### src/rtl/rtc_mon_pkg.sv
package rtc_mon_pkg;

    typedef enum logic [2:0] {
        EV_START    = 3'd0,
        EV_RESTART  = 3'd1,
        EV_STOP     = 3'd2,
        EV_ADDR_WR  = 3'd3,
        EV_ADDR_RD  = 3'd4,
        EV_DATA_WR  = 3'd5,
        EV_DATA_RD  = 3'd6
    } ev_kind_e;

    typedef enum logic [2:0] {
        S_IDLE,
        S_WAIT_AW,
        S_WAIT_PTR,
        S_WRITE,
        S_WAIT_AR,
        S_READ,
        S_SKIP
    } mon_state_e;

    localparam int NUM_TIME      = 7;
    localparam int TIME_REG_BASE = 2;
    localparam int CTRL_REG      = 1;
    localparam int SEC_FIELD     = 0;
    localparam int MONTH_FIELD   = 5;

    // packed decimal byte to binary: low digit plus ten times high digit
    function automatic logic [7:0] bcd_to_bin(input logic [7:0] b);
        return {4'd0, b[3:0]} + ({4'd0, b[7:4]} * 8'd10);
    endfunction

    // significant bits of each time field, field i lives at register i+2
    function automatic logic [7:0] field_mask(input int i);
        case (i)
            0, 1:    return 8'h7F;
            2, 3:    return 8'h3F;
            4:       return 8'h07;
            5:       return 8'h1F;
            default: return 8'hFF;
        endcase
    endfunction

endpackage

### src/rtl/rtc_mon_fsm.sv
module rtc_mon_fsm
    import rtc_mon_pkg::*;
#(
    parameter int         PTR_W    = 4,
    parameter logic [6:0] DEV_ADDR = 7'h51
) (
    input  logic             clk,
    input  logic             rst_n,
    input  logic             evt_valid,
    input  logic [2:0]       evt_kind,
    input  logic [7:0]       evt_byte,
    output logic             apply_o,
    output logic [PTR_W-1:0] apply_idx_o,
    output logic [7:0]       apply_val_o,
    output logic             clear_o,
    output logic             strobe_o,
    output logic             strobe_rd_o,
    output logic [PTR_W-1:0] strobe_idx_o,
    output logic [7:0]       strobe_val_o,
    output logic             done_o,
    output logic             done_rd_o
);

    localparam logic [7:0] WR_ADDR = {DEV_ADDR, 1'b0};
    localparam logic [7:0] RD_ADDR = {DEV_ADDR, 1'b1};

    typedef struct packed {
        mon_state_e       state;
        logic [PTR_W-1:0] ptr;
        logic             strobe;
        logic             strobe_rd;
        logic [PTR_W-1:0] idx;
        logic [7:0]       val;
        logic             done;
        logic             done_rd;
    } fsm_t;

    fsm_t     fsm_q, fsm_d;
    ev_kind_e kind;
    logic     take_byte;
    logic     take_rd;

    assign kind = ev_kind_e'(evt_kind);

    always_comb begin
        fsm_d        = fsm_q;
        fsm_d.strobe = 1'b0;
        fsm_d.done   = 1'b0;
        take_byte    = 1'b0;
        take_rd      = 1'b0;
        clear_o      = 1'b0;
        if (evt_valid) begin
            case (fsm_q.state)
                S_IDLE: begin
                    if (kind == EV_START) begin
                        fsm_d.state = S_WAIT_AW;
                        clear_o     = 1'b1;
                    end
                end
                S_WAIT_AW: begin
                    if (kind == EV_ADDR_WR)
                        fsm_d.state = (evt_byte == WR_ADDR) ? S_WAIT_PTR : S_SKIP;
                end
                S_WAIT_PTR: begin
                    if (kind == EV_DATA_WR) begin
                        fsm_d.ptr   = evt_byte[PTR_W-1:0];
                        fsm_d.state = S_WRITE;
                    end
                end
                S_WRITE: begin
                    if (kind == EV_RESTART) begin
                        fsm_d.state = S_WAIT_AR;
                    end else if (kind == EV_DATA_WR) begin
                        take_byte = 1'b1;
                    end else if (kind == EV_STOP) begin
                        fsm_d.done    = 1'b1;
                        fsm_d.done_rd = 1'b0;
                        fsm_d.state   = S_IDLE;
                    end
                end
                S_WAIT_AR: begin
                    if (kind == EV_ADDR_RD)
                        fsm_d.state = (evt_byte == RD_ADDR) ? S_READ : S_SKIP;
                end
                S_READ: begin
                    if (kind == EV_DATA_RD) begin
                        take_byte = 1'b1;
                        take_rd   = 1'b1;
                    end else if (kind == EV_STOP) begin
                        fsm_d.done    = 1'b1;
                        fsm_d.done_rd = 1'b1;
                        fsm_d.state   = S_IDLE;
                    end
                end
                S_SKIP: begin
                    if (kind == EV_STOP)
                        fsm_d.state = S_IDLE;
                end
                default: fsm_d.state = S_IDLE;
            endcase
        end
        if (take_byte) begin
            fsm_d.strobe    = 1'b1;
            fsm_d.strobe_rd = take_rd;
            fsm_d.idx       = fsm_q.ptr;
            fsm_d.val       = evt_byte;
            fsm_d.ptr       = fsm_q.ptr + PTR_W'(1);
        end
    end

    always_ff @(posedge clk) begin
        if (!rst_n) begin
            fsm_q <= '{state: S_IDLE, default: '0};
        end else begin
            fsm_q <= fsm_d;
        end
    end

    assign apply_o      = take_byte;
    assign apply_idx_o  = fsm_q.ptr;
    assign apply_val_o  = evt_byte;
    assign strobe_o     = fsm_q.strobe;
    assign strobe_rd_o  = fsm_q.strobe_rd;
    assign strobe_idx_o = fsm_q.idx;
    assign strobe_val_o = fsm_q.val;
    assign done_o       = fsm_q.done;
    assign done_rd_o    = fsm_q.done_rd;

    // after an access the pointer sits one past the reported index
    assert_ptr_advance_R3: assert property (@(posedge clk) disable iff (!rst_n)
        fsm_q.strobe |-> (fsm_q.ptr == fsm_q.idx + PTR_W'(1)));

    // completion is alone and leaves the monitor idle
    assert_done_idle_R5: assert property (@(posedge clk) disable iff (!rst_n)
        fsm_q.done |-> (!fsm_q.strobe && fsm_q.state == S_IDLE));

    // a foreign transaction never reports an access
    assert_skip_quiet_R6: assert property (@(posedge clk) disable iff (!rst_n)
        (fsm_q.state == S_SKIP) |-> !fsm_q.strobe);

    // leaving idle needs a start event
    assert_idle_exit_R1: assert property (@(posedge clk) disable iff (!rst_n)
        ($past(fsm_q.state) == S_IDLE && fsm_q.state != S_IDLE)
            |-> ($past(evt_valid) && $past(evt_kind) == 3'd0));

endmodule

### src/rtl/rtc_mon_fields.sv
module rtc_mon_fields
    import rtc_mon_pkg::*;
#(
    parameter int PTR_W = 4
) (
    input  logic                          clk,
    input  logic                          rst_n,
    input  logic                          apply_i,
    input  logic [PTR_W-1:0]              idx_i,
    input  logic [7:0]                    val_i,
    input  logic                          clear_i,
    output logic [NUM_TIME-1:0][7:0]      time_o,
    output logic [NUM_TIME-1:0]           valid_o,
    output logic                          vl_o,
    output logic                          century_o,
    output logic [4:0]                    ctrl_o
);

    localparam logic [PTR_W-1:0] IDX_CTRL = PTR_W'(CTRL_REG);

    typedef struct packed {
        logic [NUM_TIME-1:0][7:0] tval;
        logic [NUM_TIME-1:0]      valid;
        logic                     vl;
        logic                     cent;
        logic [4:0]               ctrl;
    } fld_t;

    fld_t                fld_q, fld_d;
    logic [NUM_TIME-1:0] hit;

    for (genvar gi = 0; gi < NUM_TIME; gi++) begin : g_hit
        localparam logic [PTR_W-1:0] REG_IDX = PTR_W'(TIME_REG_BASE + gi);
        assign hit[gi] = apply_i && (idx_i == REG_IDX);
    end

    always_comb begin
        fld_d = fld_q;
        if (clear_i)
            fld_d.valid = '0;
        for (int i = 0; i < NUM_TIME; i++) begin
            if (hit[i]) begin
                fld_d.tval[i]  = bcd_to_bin(val_i & field_mask(i));
                fld_d.valid[i] = 1'b1;
            end
        end
        if (hit[SEC_FIELD])
            fld_d.vl = val_i[7];
        if (hit[MONTH_FIELD])
            fld_d.cent = val_i[7];
        if (apply_i && idx_i == IDX_CTRL)
            fld_d.ctrl = val_i[4:0];
    end

    always_ff @(posedge clk) begin
        if (!rst_n) begin
            fld_q <= '0;
        end else begin
            fld_q <= fld_d;
        end
    end

    assign time_o    = fld_q.tval;
    assign valid_o   = fld_q.valid;
    assign vl_o      = fld_q.vl;
    assign century_o = fld_q.cent;
    assign ctrl_o    = fld_q.ctrl;

    // a new transaction starts with no field marked
    assert_clear_valid_R12: assert property (@(posedge clk) disable iff (!rst_n)
        clear_i |=> (fld_q.valid == '0));

    // supply-low flag follows bit 7 of a seconds access
    assert_vl_capture_R8: assert property (@(posedge clk) disable iff (!rst_n)
        (apply_i && idx_i == PTR_W'(TIME_REG_BASE)) |=> (fld_q.vl == $past(val_i[7])));

    // century flag follows bit 7 of a month access
    assert_century_capture_R10: assert property (@(posedge clk) disable iff (!rst_n)
        (apply_i && idx_i == PTR_W'(TIME_REG_BASE + MONTH_FIELD))
            |=> (fld_q.cent == $past(val_i[7])));

    // control bits are untouched by any other register
    assert_ctrl_hold_R11: assert property (@(posedge clk) disable iff (!rst_n)
        !(apply_i && idx_i == IDX_CTRL) |=> $stable(fld_q.ctrl));

endmodule

### src/rtl/rtc_bus_monitor.sv
module rtc_bus_monitor
    import rtc_mon_pkg::*;
#(
    parameter int         PTR_W    = 4,
    parameter logic [6:0] DEV_ADDR = 7'h51
) (
    input  logic             clk,
    input  logic             rst_n,
    input  logic             evt_valid,
    input  logic [2:0]       evt_kind,
    input  logic [7:0]       evt_byte,
    output logic             reg_strobe,
    output logic             reg_is_read,
    output logic [PTR_W-1:0] reg_index,
    output logic [7:0]       reg_value,
    output logic             done_strobe,
    output logic             done_is_read,
    output logic [7:0]       rtc_seconds,
    output logic [7:0]       rtc_minutes,
    output logic [7:0]       rtc_hours,
    output logic [7:0]       rtc_day,
    output logic [7:0]       rtc_weekday,
    output logic [7:0]       rtc_month,
    output logic [7:0]       rtc_year,
    output logic [6:0]       field_valid,
    output logic             volt_low,
    output logic             century,
    output logic             timer_repeat,
    output logic             alarm_flag,
    output logic             timer_flag,
    output logic             alarm_irq_en,
    output logic             timer_irq_en
);

    logic                     apply_w;
    logic [PTR_W-1:0]         apply_idx_w;
    logic [7:0]               apply_val_w;
    logic                     clear_w;
    logic [NUM_TIME-1:0][7:0] time_w;
    logic [4:0]               ctrl_w;

    rtc_mon_fsm #(
        .PTR_W    (PTR_W),
        .DEV_ADDR (DEV_ADDR)
    ) u_fsm (
        .clk          (clk),
        .rst_n        (rst_n),
        .evt_valid    (evt_valid),
        .evt_kind     (evt_kind),
        .evt_byte     (evt_byte),
        .apply_o      (apply_w),
        .apply_idx_o  (apply_idx_w),
        .apply_val_o  (apply_val_w),
        .clear_o      (clear_w),
        .strobe_o     (reg_strobe),
        .strobe_rd_o  (reg_is_read),
        .strobe_idx_o (reg_index),
        .strobe_val_o (reg_value),
        .done_o       (done_strobe),
        .done_rd_o    (done_is_read)
    );

    rtc_mon_fields #(
        .PTR_W (PTR_W)
    ) u_fields (
        .clk       (clk),
        .rst_n     (rst_n),
        .apply_i   (apply_w),
        .idx_i     (apply_idx_w),
        .val_i     (apply_val_w),
        .clear_i   (clear_w),
        .time_o    (time_w),
        .valid_o   (field_valid),
        .vl_o      (volt_low),
        .century_o (century),
        .ctrl_o    (ctrl_w)
    );

    assign rtc_seconds  = time_w[0];
    assign rtc_minutes  = time_w[1];
    assign rtc_hours    = time_w[2];
    assign rtc_day      = time_w[3];
    assign rtc_weekday  = time_w[4];
    assign rtc_month    = time_w[5];
    assign rtc_year     = time_w[6];
    assign timer_repeat = ctrl_w[4];
    assign alarm_flag   = ctrl_w[3];
    assign timer_flag   = ctrl_w[2];
    assign alarm_irq_en = ctrl_w[1];
    assign timer_irq_en = ctrl_w[0];

endmodule

### config.mk
export PLATFORM = sky130hd
export DESIGN_NAME = rtc_bus_monitor
export DESIGN_NICKNAME = d
export VERILOG_FILES = /design/src/rtl/rtc_mon_pkg.sv /design/src/rtl/rtc_mon_fsm.sv /design/src/rtl/rtc_mon_fields.sv /design/src/rtl/rtc_bus_monitor.sv
export SDC_FILE = /design/constraint.sdc
export NUM_CORES = 1
export LEC_CHECK = 0
export BUFFER_PORTS_ARGS = -buffer_cell sky130_fd_sc_hd__buf_2
export CORE_ASPECT_RATIO = 0.75
export CORE_MARGIN = 2
export CORE_UTILIZATION = 58
export DETAILED_ROUTE_END_ITERATION = 8
export PLACE_DENSITY = 0.91
export SKIP_LAST_GASP = 1
export SLEW_MARGIN = 40
export SYNTH_ARGS = -nofsm -noshare
export SYNTH_HDL_FRONTEND = slang
export SYNTH_SLANG_ARGS = --single-unit
### constraint.sdc
create_clock -name clk -period 5.6 [get_ports clk]
set_input_delay 0.56 -clock clk [delete_from_list [all_inputs] [get_ports clk]]
set_output_delay 0.56 -clock clk [all_outputs]
set_load 0.01 [all_outputs]
== After elaboration in Yosys (flattened, before gate mapping) ==
Index checks and enable logic that the tools add are counted.

* Add/sub/neg operators: 8
* $mul: 7
* Divide/modulo/power cells: 0
* $lt $le $gt $ge: 0
* Equal/unequal tests: 32
* Shift-type cells: 0
* Muxes and demuxes: 45
* Bitwise logic cells: 7
* Reductions and logical operators: 25

{| class="wikitable"
|+ Operators with widths
! kind !! number
|-
| $add A4 B8 Y8 || 7
|-
| $and A8 B8 Y8 || 7
|-
| $mux W8 || 7
|-
| $mul A4 B3 Y7 const B || 7
|-
| $mux W3 || 8
|-
| $reduce_bool A2 Y1 || 11
|-
| $pmux W3 S7 || 1
|-
| $eq A3 B3 Y1 const B || 6
|-
| $mux W18 || 1
|-
| $eq A4 B3 Y1 const B || 4
|-
| $eq A8 B8 Y1 const B || 2
|-
| $mux W1 || 16
|-
| $mux W7 || 2
|-
| $reduce_and A7 Y1 || 2
|-
| $eq A3 B2 Y1 const B || 4
|-
| $mux W2 || 6
|-
| $ne A2 B1 Y1 const B || 6
|-
| $eq A4 B2 Y1 const B || 2
|-
| $logic_and A1 B1 Y1 || 8
|-
| $mux W4 || 2
|-
| $eq A3 B1 Y1 const B || 2
|-
| $logic_not A3 Y1 || 2
|-
| $ne A2 B2 Y1 const B || 3
|-
| $add A4 B1 Y4 const B || 1
|-
| 7 further kinds || 7
|}

* Register bits after elaboration: 93
* Latch bits: 0
* Memory bits (writable): 0
* Memory bits (read-only): 0
* Input port bits: 14
* Word-level logic and storage cells: 149
* Memories: 0

== Longest topological paths before layout ==
Gate-level depths: netlist of the first run.

* Depth after elaboration: 10
* Mapped depth: 8
* Gate-level depth less buffers: 7

== Modules after synthesis ==
From an unflattened synthesis of the first run, not the netlist that was laid out.

* Cells, all modules: 482
* Area, all modules: 4187.8 um2

{| class="wikitable"
|+ Modules (own cells, without submodules)
! module !! instances !! cells an instance !! area each (um2) !! seq. area each (um2)
|-
| rtc_mon_fields || 1 || 301 || 2756.4 || 1161.1
|-
| rtc_mon_fsm || 1 || 181 || 1431.4 || 460.4
|}

== Worst setup path after synthesis of the first run ==
OpenSTA, ideal clock, no wires.

* Kind: input to register
* From: input evt_byte[5]
* To: register u_fields.fld_q (netlist bit u_fields.time_o[55])
* Library setup time: 133 ps
* Data arrival time: 2021 ps
* Slack: 3446 ps
* Stages: 6
* Cells stage by stage: ha_1 ha_1 fa_1 nand2_1 o311ai_0 a31oi_1

* Cells in the longest elaborated chain, start to end: 3

{| class="wikitable"
|+ RTL lines
! what !! RTL line !! source
|-
| start: declaration || rtc_bus_monitor.sv:11 || <nowiki>input logic [7:0] evt_byte,</nowiki>
|-
| $and A8 B8 Y8 || rtc_mon_fields.sv:43 || <nowiki>fld_d.tval[i] = bcd_to_bin(val_i & field_mask(i));</nowiki>
|-
| $mul A4 B3 Y7 || rtc_mon_pkg.sv:31 || <nowiki>return {4'd0, b[3:0]} + ({4'd0, b[7:4]} * 8'd10);</nowiki>
|-
| $add A4 B8 Y8 || rtc_mon_pkg.sv:31 ||
|-
| end signal: assignment || rtc_mon_fields.sv:59 || <nowiki>fld_q <= fld_d;</nowiki>
|-
| end: declaration || rtc_mon_fields.sv:29 || <nowiki>fld_t fld_q, fld_d;</nowiki>
|}

No other way between the ends.
A chain may end at the register's enable or synchronous reset.

== Worst setup path after layout of the first run ==
* From: register u_fsm.fsm_q[21] (netlist name)
* To: register u_fields.fld_q (netlist bit u_fields.time_o[11])

* Cells in the longest elaborated chain, start to end: 4
* Elaborated cells between the ends (all ways): 5

{| class="wikitable"
|+ RTL lines
! what !! RTL line !! source
|-
| start: declaration || rtc_mon_fsm.sv:38 || <nowiki>fsm_t fsm_q, fsm_d;</nowiki>
|-
| start signal: assignment || rtc_mon_fsm.sv:115 || <nowiki>fsm_q <= fsm_d;</nowiki>
|-
| $eq A3 B3 Y1 / $eq A3 B2 Y1 (equally long branches) || rtc_mon_fsm.sv:53 || <nowiki>case (fsm_q.state)</nowiki>
|-
| $pmux W1 S2 (*) || rtc_mon_fsm.sv:53 ||
|-
| $mux W1 (*) || rtc_mon_fsm.sv:52 || <nowiki>if (evt_valid) begin</nowiki>
|-
| $logic_and A1 B1 Y1 (*) || rtc_mon_fields.sv:34 || <nowiki>assign hit[gi] = apply_i && (idx_i == REG_IDX);</nowiki>
|}

Every way passes the cells marked *; elsewhere a longest branch is shown, timed or not.

==> results of run 1 <==
[logic make-up after synthesis]
logic type      count (synthesis)  share of synthesized area, %
simple gates                  161                         19.07
compound gates                107                         19.13
flops                          81                         39.48
buf+inv                        59                         7.980
mux                            26                         6.366
fa+ha+maj                      17                         5.544
xor+xnor                       11                         2.346
other cells                     1                       0.09129
[critical path, delay by kind of cell (launching register included)]
family / cells / cell delay, ns
AO/OA/AOI/OAI: 1 / 0.86
AND/OR/NAND/NOR: 2 / 0.50
flip-flops: 1 / 0.75
multiplexers: 1 / 0.27
[report_power, final]
part / total (mW) / switching (mW) / internal [mW]
Clock: 0.420 / 0.216 / 0.204
Combinational: 0.103 / 0.0706 / 0.0325
Sequential: 0.577 / 0.00152 / 0.576
[sequential cells by signal, indices dropped and copies added, names as in the netlist]
| name | cells |
|---|---|
| u_fields.time_o | 44 |
| u_fsm.strobe_val_o | 8 |
| u_fields.valid_o | 7 |
| u_fields.ctrl_o | 5 |
| u_fsm.apply_idx_o | 4 |
| u_fsm.strobe_idx_o | 4 |
| u_fsm.fsm_q | 3 |
| u_fields.century_o | 1 |
| u_fields.vl_o | 1 |
| u_fsm.done_o | 1 |
| u_fsm.done_rd_o | 1 |
| u_fsm.strobe_o | 1 |
| u_fsm.strobe_rd_o | 1 |
[synth_stat cells (3+ instances only)]
| cell type | count |
|---|---|
| inv_1 | 3 |
| a2111oi_2 | 5 |
| o21ai_0 | 5 |
| xor2_1 | 8 |
| a211oi_1 | 10 |
| a22oi_1 | 4 |
| o22ai_1 | 6 |
| nor3b_1 | 3 |
| buf_4 | 26 |
| mux2i_1 | 25 |
| nand2_1 | 63 |
| and3_1 | 3 |
| nand3b_1 | 4 |
| o21ai_1 | 16 |
| dfxtp_1 | 81 |
| buf_2 | 7 |
| nand2b_1 | 6 |
| a2111oi_4 | 3 |
| ha_1 | 15 |
| xnor2_1 | 3 |
| nor2_1 | 44 |
| o211ai_1 | 4 |
| a21o_1 | 6 |
| clkbuf_1 | 21 |
| a21oi_1 | 31 |
| a31oi_1 | 5 |
| nand3_1 | 20 |
[routing by layer]
metal	wire length (um)	vias to the layer above	GRT usage [%]
met4	207	0	9.054
li1	-	1705	-
met1	4390	1692	35.78
met2	4688	164	42.05
met5	0	-	0
met3	872	27	7.110
[cell type report]
| type | instances | area [sq um] | share of cell area (%) |
|---|---|---|---|
| well taps | 84 | 105.1 | 2.276 |
| multi-input cells | 334 | 2242 | 48.55 |
| flip-flops and latches | 81 | 1622 | 35.11 |
| clock inverters | 5 | 56.30 | 1.219 |
| repair buffers | 89 | 450.4 | 9.753 |
| clock buffers | 10 | 127.6 | 2.763 |
| inverters | 4 | 15.01 | 0.3251 |
[worst max path at each step]
stage / startpoint / to / slack (ns) / cells after the start
6_report: u_fsm.fsm_q[21]$_SDFFE_PN0P_ / u_fields.time_o[11]$_SDFFE_PN0P_ / 3.08 / 4
3_3_place_gp: evt_kind[1] / u_fields.time_o[44]$_SDFFE_PN0P_ / 3.01 / 5
4_1_cts: u_fsm.fsm_q[21]$_SDFFE_PN0P_ / u_fields.time_o[2]$_SDFFE_PN0P_ / 3.03 / 4
2_1_floorplan: evt_byte[5] / u_fields.time_o[55]$_SDFFE_PN0P_ / 3.45 / 6
3_5_place_dp: evt_kind[1] / u_fields.time_o[2]$_SDFFE_PN0P_ / 2.94 / 5
5_1_grt: u_fsm.fsm_q[21]$_SDFFE_PN0P_ / u_fields.time_o[43]$_SDFFE_PN0P_ / 2.94 / 4
==> summary.md, run 1 <==
| Metric | Value |
|---|---|
| TritonCTS Sinks | 81 |
| Tcrit/Tclk final | around 45% |
| Synth unique cells | 54 |
| Design area | between 4000 and 5000 sq um |
| Setup TNS Final | 0 ns |
| Fillers | approximately 560 |
| Setup ws final | ~3 ns |
| Worst vdd ir | around 160 uV |
| Syn Area/Cell | slightly below 9 sq um |
| Fin crit period | around 2.5 ns |
| Post-CTS Resized | 0 |
| DR DRC count | 0 |
| DP Worst Slack | just under 3 ns |
| HP Start | u_fields.time_o[32]$_SDFFE_PN0P_ |
| Crit path max fanout | 18 |
| Setup violators final | 0 |
| Vias/cell | approximately 5.9 |
| Post-synth top flop | dfxtp_1 |
| CP Capture Type | flip-flop |
| Routed via count | about 3,600 |
| Flops & latches, synth | 81 |
| Vias in the first global route | between 3,000 and 4,000 |
| Worst-skew pair later-pin latency | 0.36 ns |
| Synth warn | 0 |
| Final hold vios | 0 |
| 1st-iter DRT viols | roughly 280 |
| Synth area leader | dfxtp_1 |
| Core area | about 7000 sq um |
| Nets | 550 |
| TritonCTS buffer count | 9 |
| Synth top area share | about two fifths |
| Non-Filler Instances | 607 |
| Hold Path Class | reg -> reg |
| Critical path type | reg -> reg |
| RePlAce Congestion | approximately 0.90 |
| CTS Root Cell | clkbuf_8 |
| N_diodes | 0 |
| Hold path depth | 2 |
| WHS | around 0.45 ns |
| Finished Core Util | roughly two thirds |
| Gr usage total | 26.82% |
| First-pass GRT wire length | ~16,000 um |
| Max-Cap Viols | 0 |
| Pleak | 1.903 nW |
| Antenna violations before repair | 0 |
| Placed cell count | a little under 600 |
| CP Data Arrival Time | around 2.8 ns |
| Max H-tree Level | 3 |
| Clk_skew | 0.008154 ns |
| DRT antenna net count | 0 |
| Setup bufs post-CTS | 0 |
| Post-DP HPWL | around 7000 um |
| R2r endpoint | u_fields.time_o[11]$_SDFFE_PN0P_ |
| Cell Area, Placed | approximately 4400 sq um |
| Relative slew slack | around 46% |
| PwrDens | 238.2 nW/um^2 |
| Post-synthesis cell count | around 460 |
| IO Pins | 100 |
| Total Power | about 1.1 mW |
| DIE AREA | 7778 sq um |
| Wire per inst | ~17 um |
| EDFF count, synth | 0 |
| Area growth, synth to finish | 12.43% |
| Clk slew on worst S/H paths | 0.08 ns |
| R2R Setup Slk | slightly above 3 ns |
| CTS Buffer Depth | 2 |
| Critical Path RT | a little under 6 ns |
| CTS Hold Buffers Added | 0 |
| Commonest cells after routing, fill and taps aside | 87 x buf_2, 81 x dfxtp_1, 62 x nand2_1 |
| Die height | 76.88 um |
| Worst R2R Path Depth | 4 |
| CTS tree | yes |
| RR Startpoint | u_fsm.fsm_q[21]$_SDFFE_PN0P_ |
| Die W | 101.2 um |
| Pins over their slew limit | 0 |
| Ranking of synthesized cells by area | dfxtp_1 39%, mux2i_1 6.1%, nand2_1 5.8% |
| Critical-path top delay cell | a2111oi_4 |
| Drt pass-1 iters | 5 |
| Async set-or-reset flop fraction in the synthesized netlist | 0% |
| IO Port Bufs | 87 |
| Worst-Margin Slew | slightly above 0.8 ns |
| Max incr delay on CP | around 0.86 ns |
| GRT overflow | 0 |
| Routed wire length | between 10,000 and 15,000 um |
| Outcome | finished, final reports clean |
| Synth Cell Area | 4108 sq um |
| Fmax | 0.3973 GHz |
| Cells along the critical path | nand4bb_4 > a2111oi_4 > mux2i_1 > nor2_1 |
| Commonest non-fill, non-tap cell in the layout | buf_2 |
| Share of cells above drive strength 1 | 23.14% |
| Initial Util | between 60% and 70% |
| Post-synthesis sequential area ratio | between 30% and 40% |
| WHS Endpoint | u_fields.time_o[32]$_SDFFE_PN0P_ |
| RSZ-0062 raised after global routing | false |
| Pin count of the biggest net entering global routing | 55 |
| Worst Setup Start Kind | flip-flop |
| Std-Cell Rows | 26 |
Power figures use the tool's default switching activity.
==> run 2: changes to the inputs <==
--- a/config.mk
+++ b/config.mk
@@ -8,9 +8,9 @@
 export BUFFER_PORTS_ARGS = -buffer_cell sky130_fd_sc_hd__buf_2
 export CORE_ASPECT_RATIO = 0.75
 export CORE_MARGIN = 2
-export CORE_UTILIZATION = 58
+export CORE_UTILIZATION = 48
 export DETAILED_ROUTE_END_ITERATION = 8
-export PLACE_DENSITY = 0.91
+export PLACE_DENSITY = 0.81
 export SKIP_LAST_GASP = 1
 export SLEW_MARGIN = 40
 export SYNTH_ARGS = -nofsm -noshare
==> constraint.sdc (replaced) <==
create_clock -name clk -period 2.1 [get_ports clk]
set_input_delay 0.21 -clock clk [delete_from_list [all_inputs] [get_ports clk]]
set_output_delay 0.21 -clock clk [all_outputs]
set_load 0.01 [all_outputs]
==> run 2 against run 1 <==
  * Worst hold slack lost 0.27 ns
  * Register-to-register slack lost 3.0 ns
  * Clock power increased to 3.8 times the previous value
  * Clock skew is 0.00073 ns lower
  * Count of clock-buffer cells in the layout up 2
  * Global-route usage down 3.9 points
  * Largest cell class unchanged
  * Largest power group is now clock
==> summary.md, run 2 (synthesis results as in run 1) <==
| Metric | Value |
|---|---|
| Fin crit period | 1.992 ns |
| Max incr delay on CP | ~0.41 ns |
| TritonCTS buffer count | 9 |
| Post-DP HPWL | 7616 um |
| CTS Buffer Depth | 2 |
| Clk slew on worst S/H paths | about 0.06 ns |
| Met1 usage | between 30% and 40% |
| Critical-path top delay cell | dfxtp_1 |
| First-pass GRT wire length | between 15,000 and 20,000 um |
| Grt met3 use | 6.826% |
| CP Data Arrival Time | roughly 2.2 ns |
| Pins over their slew limit | 0 |
| Crit path max fanout | 12 |
| RePlAce Congestion | about 0.87 |
| Pin count of the biggest net entering global routing | 55 |
| Die W | 110.8 um |
| Std-Cell Rows | 29 |
| Tcrit/Tclk final | around 95% |
| Max FFs per register | between 40 and 50 |
| Setup ws final | 0.1084 ns |
| DRT antenna net count | 0 |
| Max-Cap Viols | 0 |
| Clk_skew | 0.007424 ns |
| Worst Setup Start Kind | flip-flop |
| Met2 usage | 36.03% |
| CTS tree | yes |
| Total Power | between 3 and 4 mW |
| Outcome | finished, final reports clean |
| Drt pass-1 iters | 5 |
| Share of cells above drive strength 1 | approximately a quarter |
| Vias/cell | around 5.7 |
| Relative slew slack | a little over three fifths |
| Critical path type | reg -> reg |
| Routed wire length | approximately 11,000 um |
| Worst vdd ir | between 400 and 500 uV |
| DP Worst Slack | -0.009719 ns |
| Register area | 1622 sq um |
| Setup violators final | 0 |
| Pleak | 2.068 nW |
| RSZ-0062 raised after global routing | true |
| IO Port Bufs | 87 |
| Die height | around 84 um |
| Worst-skew pair later-pin latency | between 0.3 and 0.4 ns |
| Grt peak-use layer | met2 |
| Cell Area, Placed | about 4600 sq um |
| Final hold vios | 0 |
| Vias in the first global route | 3,354 |
| Design area | between 4000 and 5000 sq um |
| WHS Endpoint | u_fsm.strobe_val_o[6]$_SDFFE_PN0P_ |
| IO Pins | 100 |
| Critical Path RT | 2.30 ns |
| Multi-input gate area | around 2200 sq um |
| Antenna violations before repair | 0 |
| GRT overflow | 0 |
| Area growth, synth to finish | 19.89% |
| R2R Setup Slk | roughly 0.11 ns |
| DR DRC count | 0 |
| Commonest cells after routing, fill and taps aside | 87 x buf_2, 81 x dfxtp_1, 63 x nand2_1 |
| Hold Path Class | in -> reg |
| 1st-iter DRT viols | ~250 |
| Commonest non-fill, non-tap cell in the layout | buf_2 |
| TritonCTS Sinks | 81 |
| N_diodes | 0 |
| PwrDens | ~700 nW/um^2 |
| R2r endpoint | u_fields.time_o[51]$_SDFFE_PN0P_ |
| Max H-tree Level | 3 |
| Setup bufs post-CTS | 0 |
| Routed via count | between 3,000 and 4,000 |
| Cells along the critical path | nand4bb_4 > buf_4 > a211oi_2 > buf_4 > mux2i_1 > nor2_1 |
| CP dominant cell by count | buf_4 |
| Nets | 571 |
| Initial Util | between 40% and 50% |
| RR Startpoint | u_fsm.fsm_q[22]$_SDFFE_PN0P_ |
| CTS Root Cell | clkbuf_16 |
| Gr usage total | a little under a quarter |
| Core area | 8382 sq um |
| Setup TNS Final | 0 ns |
| Wire per inst | 16.69 um |
| Fillers | between 700 and 800 |
| Worst-Margin Slew | about 0.55 ns |
| Hold path depth | 3 |
| HP Start | evt_byte[6] |
| CP Capture Type | flip-flop |
| DIE AREA | just over 9000 sq um |
| Fmax | 0.5021 GHz |
| Worst R2R Path Depth | 6 |
==> run 2: cell count changes in the layout (fill, tap and decap cells not counted) <==
| cell | before | now |
|---|---|---|
| clkinv_2 | 2 | 1 |
| clkinv_4 | 0 | 1 |
| clkbuf_8 | 9 | 2 |
| nand2_1 | 62 | 63 |
| inv_6 | 1 | 0 |
| a211oi_4 | 2 | 0 |
| clkbuf_16 | 0 | 9 |
| buf_4 | 2 | 22 |
| nand2_2 | 1 | 0 |
| buf_12 | 0 | 1 |
| a211oi_2 | 0 | 2 |
==> run 2: critical path: cells and delay by family, from the launching register on <==
family	cells	cell delay [ns]
and+or+nand+nor	2	0.46
muxes	1	0.22
buffers and inverters	2	0.53
DFF	1	0.41
AOI/OAI and AO/OA	1	0.23
==> run 2: how the worst max path moves through the flow <==
| stage | slack (ns) | cells after the start | to | from |
|---|---|---|---|---|
| final | 0.11 | 6 | u_fields.time_o[51]$_SDFFE_PN0P_ | u_fsm.fsm_q[22]$_SDFFE_PN0P_ |
| after global routing | -0.01 | 5 | u_fields.time_o[2]$_SDFFE_PN0P_ | u_fsm.fsm_q[22]$_SDFFE_PN0P_ |
| after CTS | 0.07 | 5 | u_fields.time_o[6]$_SDFFE_PN0P_ | u_fsm.fsm_q[22]$_SDFFE_PN0P_ |
| after detailed placement | -0.01 | 7 | u_fields.time_o[55]$_SDFFE_PN0P_ | evt_byte[5] |
| after global placement | 0.14 | 7 | u_fields.time_o[55]$_SDFFE_PN0P_ | evt_byte[5] |
| after floorplan | 0.26 | 6 | u_fields.time_o[19]$_SDFFE_PN0P_ | u_fsm.fsm_q[21]$_SDFFE_PN0P_ |
==> run 2: final cells by class <==
type	count	share of cell area, %
Inverter	4	0.3049
Sequential cell	81	32.93
Timing Repair Buffer	110	12.60
Clock inverter	4	1.042
Tap cell	108	2.744
Clock buffer	12	5.208
Multi-Input combinational cell	334	45.17
==> run 2: what timing repair did <==
action,4_1_cts,5_1_grt
endpoints found under the setup margin,0,4
hold buffers,0,0
gates resized for setup,0,2
==> run 2: per-layer routing <==
metal	part of all wire (%)	routed length, um
met5	0	0
met4	1.5	168
met3	7.5	814
met2	46	5003
met1	45	4910
==> run 2: metrics by stage <==
stage / hold slack, ns / util (%) / instances
after floorplan: 0.3460 / - / 474
after global placement: 0.4359 / 54.78 / 637
after detailed placement: 0.4434 / 54.78 / 637
after CTS: 0.1829 / 58.46 / 653
after global routing: 0.2091 / 58.76 / 653
final: 0.1831 / 58.76 / 653
==> run 2: power by group <==
part | switching (mW) | internal (mW) | total (mW)
Clock | 0.612 | 0.986 | 1.60
Sequential | 0.00259 | 1.54 | 1.54
Combinational | 0.194 | 0.0984 | 0.293
Total | 0.809 | 2.62 | 3.43
==> run 3: changes to the inputs <==
--- a/config.mk
+++ b/config.mk
@@ -5,6 +5,7 @@
 export SDC_FILE = /design/constraint.sdc
 export NUM_CORES = 1
 export LEC_CHECK = 0
+export ABC_AREA = 1
 export BUFFER_PORTS_ARGS = -buffer_cell sky130_fd_sc_hd__buf_2
 export CORE_ASPECT_RATIO = 0.75
 export CORE_MARGIN = 2
==> run 3 against run 2 <==
  * Fmax is 4.7% higher
  * Clock skew is 0.0014 ns lower
  * Cell count is 17% higher
==> summary.md, run 3 <==
| Metric | Value |
|---|---|
| EDFF count, synth | 0 |
| Synth area leader | dfxtp_1 |
| Relative slew slack | 61.28% |
| DR DRC count | 0 |
| Commonest cells after routing, fill and taps aside | 141 x nand2_1, 87 x buf_2, 81 x dfxtp_1 |
| Pin count of the biggest net entering global routing | 54 |
| CTS Buffer Depth | 2 |
| Share of cells above drive strength 1 | about a fifth |
| Synth Cell Area | between 4000 and 5000 sq um |
| RSZ-0062 raised after global routing | false |
| Fmax | 0.5257 GHz |
| RePlAce Congestion | 0.8848 |
| Max FFs per register | 44 |
| Clk pwr share | between 50% and 60% |
| Routed wire length | 10,620 um |
| Die W | ~110 um |
| First-pass GRT wire length | 17,520 um |
| Final hold vios | 0 |
| DRT antenna net count | 0 |
| Flops & latches, synth | a little over 80 |
| Tcrit/Tclk final | around 91% |
| Synth unique cells | 35 |
| Async set-or-reset flop fraction in the synthesized netlist | 0% |
| Top post-synthesis cells by count | 141 x nand2_1, 81 x dfxtp_1, 63 x a21oi_1 |
| TritonCTS buffer count | 9 |
| CTS tree | yes |
| Net load switching power | 0.8505 mW |
| Post-synthesis sequential area ratio | 39.32% |
| Setup TNS Final | 0 ns |
| TritonCTS Sinks | 81 |
| Post-DP HPWL | 7669 um |
| Setup violators final | 0 |
| Area growth, synth to finish | 18.08% |
| Core area | 8418 sq um |
| Fin crit period | between 1.5 and 2 ns |
| Post-CTS Resized | 0 |
| Clk_skew | approximately 0.0061 ns |
| Worst vdd ir | about 360 uV |
| DP Worst Slack | roughly 0.055 ns |
| Ranking of synthesized cells by area | dfxtp_1 39%, nand2_1 13%, a21oi_1 7.6% |
| N_diodes | 0 |
| Std-Cell Rows | 29 |
| Post-synthesis cell count | 575 |
| Most common cell in the netlist | nand2_1 |
| Routed via count | 3,852 |
| Critical Path RT | 2.37 ns |
| Outcome | finished, final reports clean |
| Post-synth top flop | dfxtp_1 |
| IO Port Bufs | slightly below 90 |
| Pins over their slew limit | 0 |
| Drt pass-1 iters | 7 |
| Hold Path Class | in -> reg |
| Vias in the first global route | ~3,600 |
| CTS Hold Buffers Added | 0 |
| Gr usage total | 23.10% |
| Wire per inst | between 10 and 15 um |
| Die height | roughly 84 um |
| Worst-skew pair later-pin latency | between 0.3 and 0.4 ns |
| Nets | 681 |
| CP Capture Type | flip-flop |
| GRT overflow | 0 |
| Antenna violations before repair | 0 |
| CTS Root Cell | clkbuf_16 |
| Syn Area/Cell | approximately 7 sq um |
| Critical path type | reg -> reg |
| Max H-tree Level | 3 |
| Setup ws final | ~0.20 ns |
| 1st-iter DRT viols | 253 |
| Synth top area share | 39.32% |
| Worst-Margin Slew | 0.5808 ns |
| Flop pwr share | 42.0% |
| Commonest non-fill, non-tap cell in the layout | nand2_1 |
| Clk slew on worst S/H paths | ~0.06 ns |
| Setup bufs post-CTS | 0 |
| PwrDens | ~750 nW/um^2 |
| IO Pins | 100 |
| Net Sw Frac | a little under a quarter |
| Max-Cap Viols | 0 |
| Synth warn | 0 |
| DIE AREA | approximately 9400 sq um |
| Initial Util | between 40% and 50% |
| Internal | approximately 2.8 mW |
| Pleak | between 2 and 2.5 nW |
| CP Data Arrival Time | ~2.2 ns |
| Worst Setup Start Kind | flip-flop |
| Logic gate share of total power | roughly 8.0% |
| Fillers | approximately 800 |
| Crit path max fanout | 38 |
| Vias/cell | just over 5 |
run 3: changes by cell type after synthesis, moves of 10 or more:
cell | before | now
a211oi_1 | 10 | 0
a21oi_1 | 31 | 63
clkbuf_1 | 21 | 8
inv_1 | 3 | 60
mux2i_1 | 25 | 0
nand2_1 | 63 | 141
nand3_1 | 20 | 57
o21ai_0 | 5 | 24
o21ai_1 | 16 | 2
run 3: final timing paths:
kind / slack [ns] / from / endpoint / cells past startpoint
max: 0.20 / u_fsm.fsm_q[20]$_SDFFE_PN0P_ / u_fsm.strobe_idx_o[1]$_SDFFE_PN0P_ / 9
max reg2reg: 0.20 / u_fsm.fsm_q[20]$_SDFFE_PN0P_ / u_fsm.strobe_idx_o[1]$_SDFFE_PN0P_ / 9
min reg2reg: 0.46 / u_fields.time_o[4]$_SDFFE_PN0P_ / u_fields.time_o[4]$_SDFFE_PN0P_ / 2
min: 0.19 / evt_byte[4] / u_fsm.strobe_val_o[4]$_SDFFE_PN0P_ / 3
run 3: cell type report:
| class | count | area (sq um) | area share [%] |
|---|---|---|---|
| flip-flops and latches | 81 | 1622 | 33.30 |
| repair buffers | 98 | 518.0 | 10.64 |
| multi-input cells | 395 | 1989 | 40.85 |
| inverters | 65 | 251.5 | 5.164 |
| well taps | 108 | 135.1 | 2.775 |
| clock buffers | 10 | 239.0 | 4.907 |
| clock inverters | 6 | 115.1 | 2.364 |
run 3: worst max-delay path: stages (launching register included):
cell and delay [ns]:
dfxtp_1 0.44, nand3_1 0.20, inv_2 0.12, nand2_2 0.10, nand2_8 0.12, nand2_4 0.12, inv_6 0.24, buf_4 0.25
o21ai_0 0.10, a21oi_1 0.14
run 3: power groups by stage:
stage	logic, mW	registers [mW]	clock network [mW]
global placement	0.277	1.58	0
finish	0.295	1.54	1.84
global route	0.327	1.54	1.92
detailed placement	0.286	1.58	0
floorplan	0.210	1.58	0
CTS	0.290	1.54	1.85
run 3: through the flow:
stage / cell area [sq um] / utilization, % / hold slack, ns / power [mW] / instances
final: 4870 / 57.85 / 0.1874 / 3.674 / 763
after global routing: 4870 / 57.85 / 0.1897 / 3.788 / 763
after CTS: 4870 / 57.85 / 0.1702 / 3.685 / 763
after detailed placement: 4516 / 53.64 / 0.4534 / 1.864 / 747
after global placement: 4513 / 53.61 / 0.4499 / 1.854 / 747
after floorplan: 4165 / - / 0.3378 / 1.786 / 586
run 3: cell families after synthesis:
group           synth area share (%)
simple gates                   27.94
buf+inv                        13.44
compound gates                 11.35
flops                          39.32
fa+ha+maj                      5.522
xor+xnor                       2.336
other cells                  0.09093
run 3: metal layers:
metal / global-route usage [%] / part of all wire (%)
met1: 32.35 / 48
met2: 35.25 / 44
met3: 5.776 / 7.1
met4: 7.520 / 1.1
met5: 0 / 0
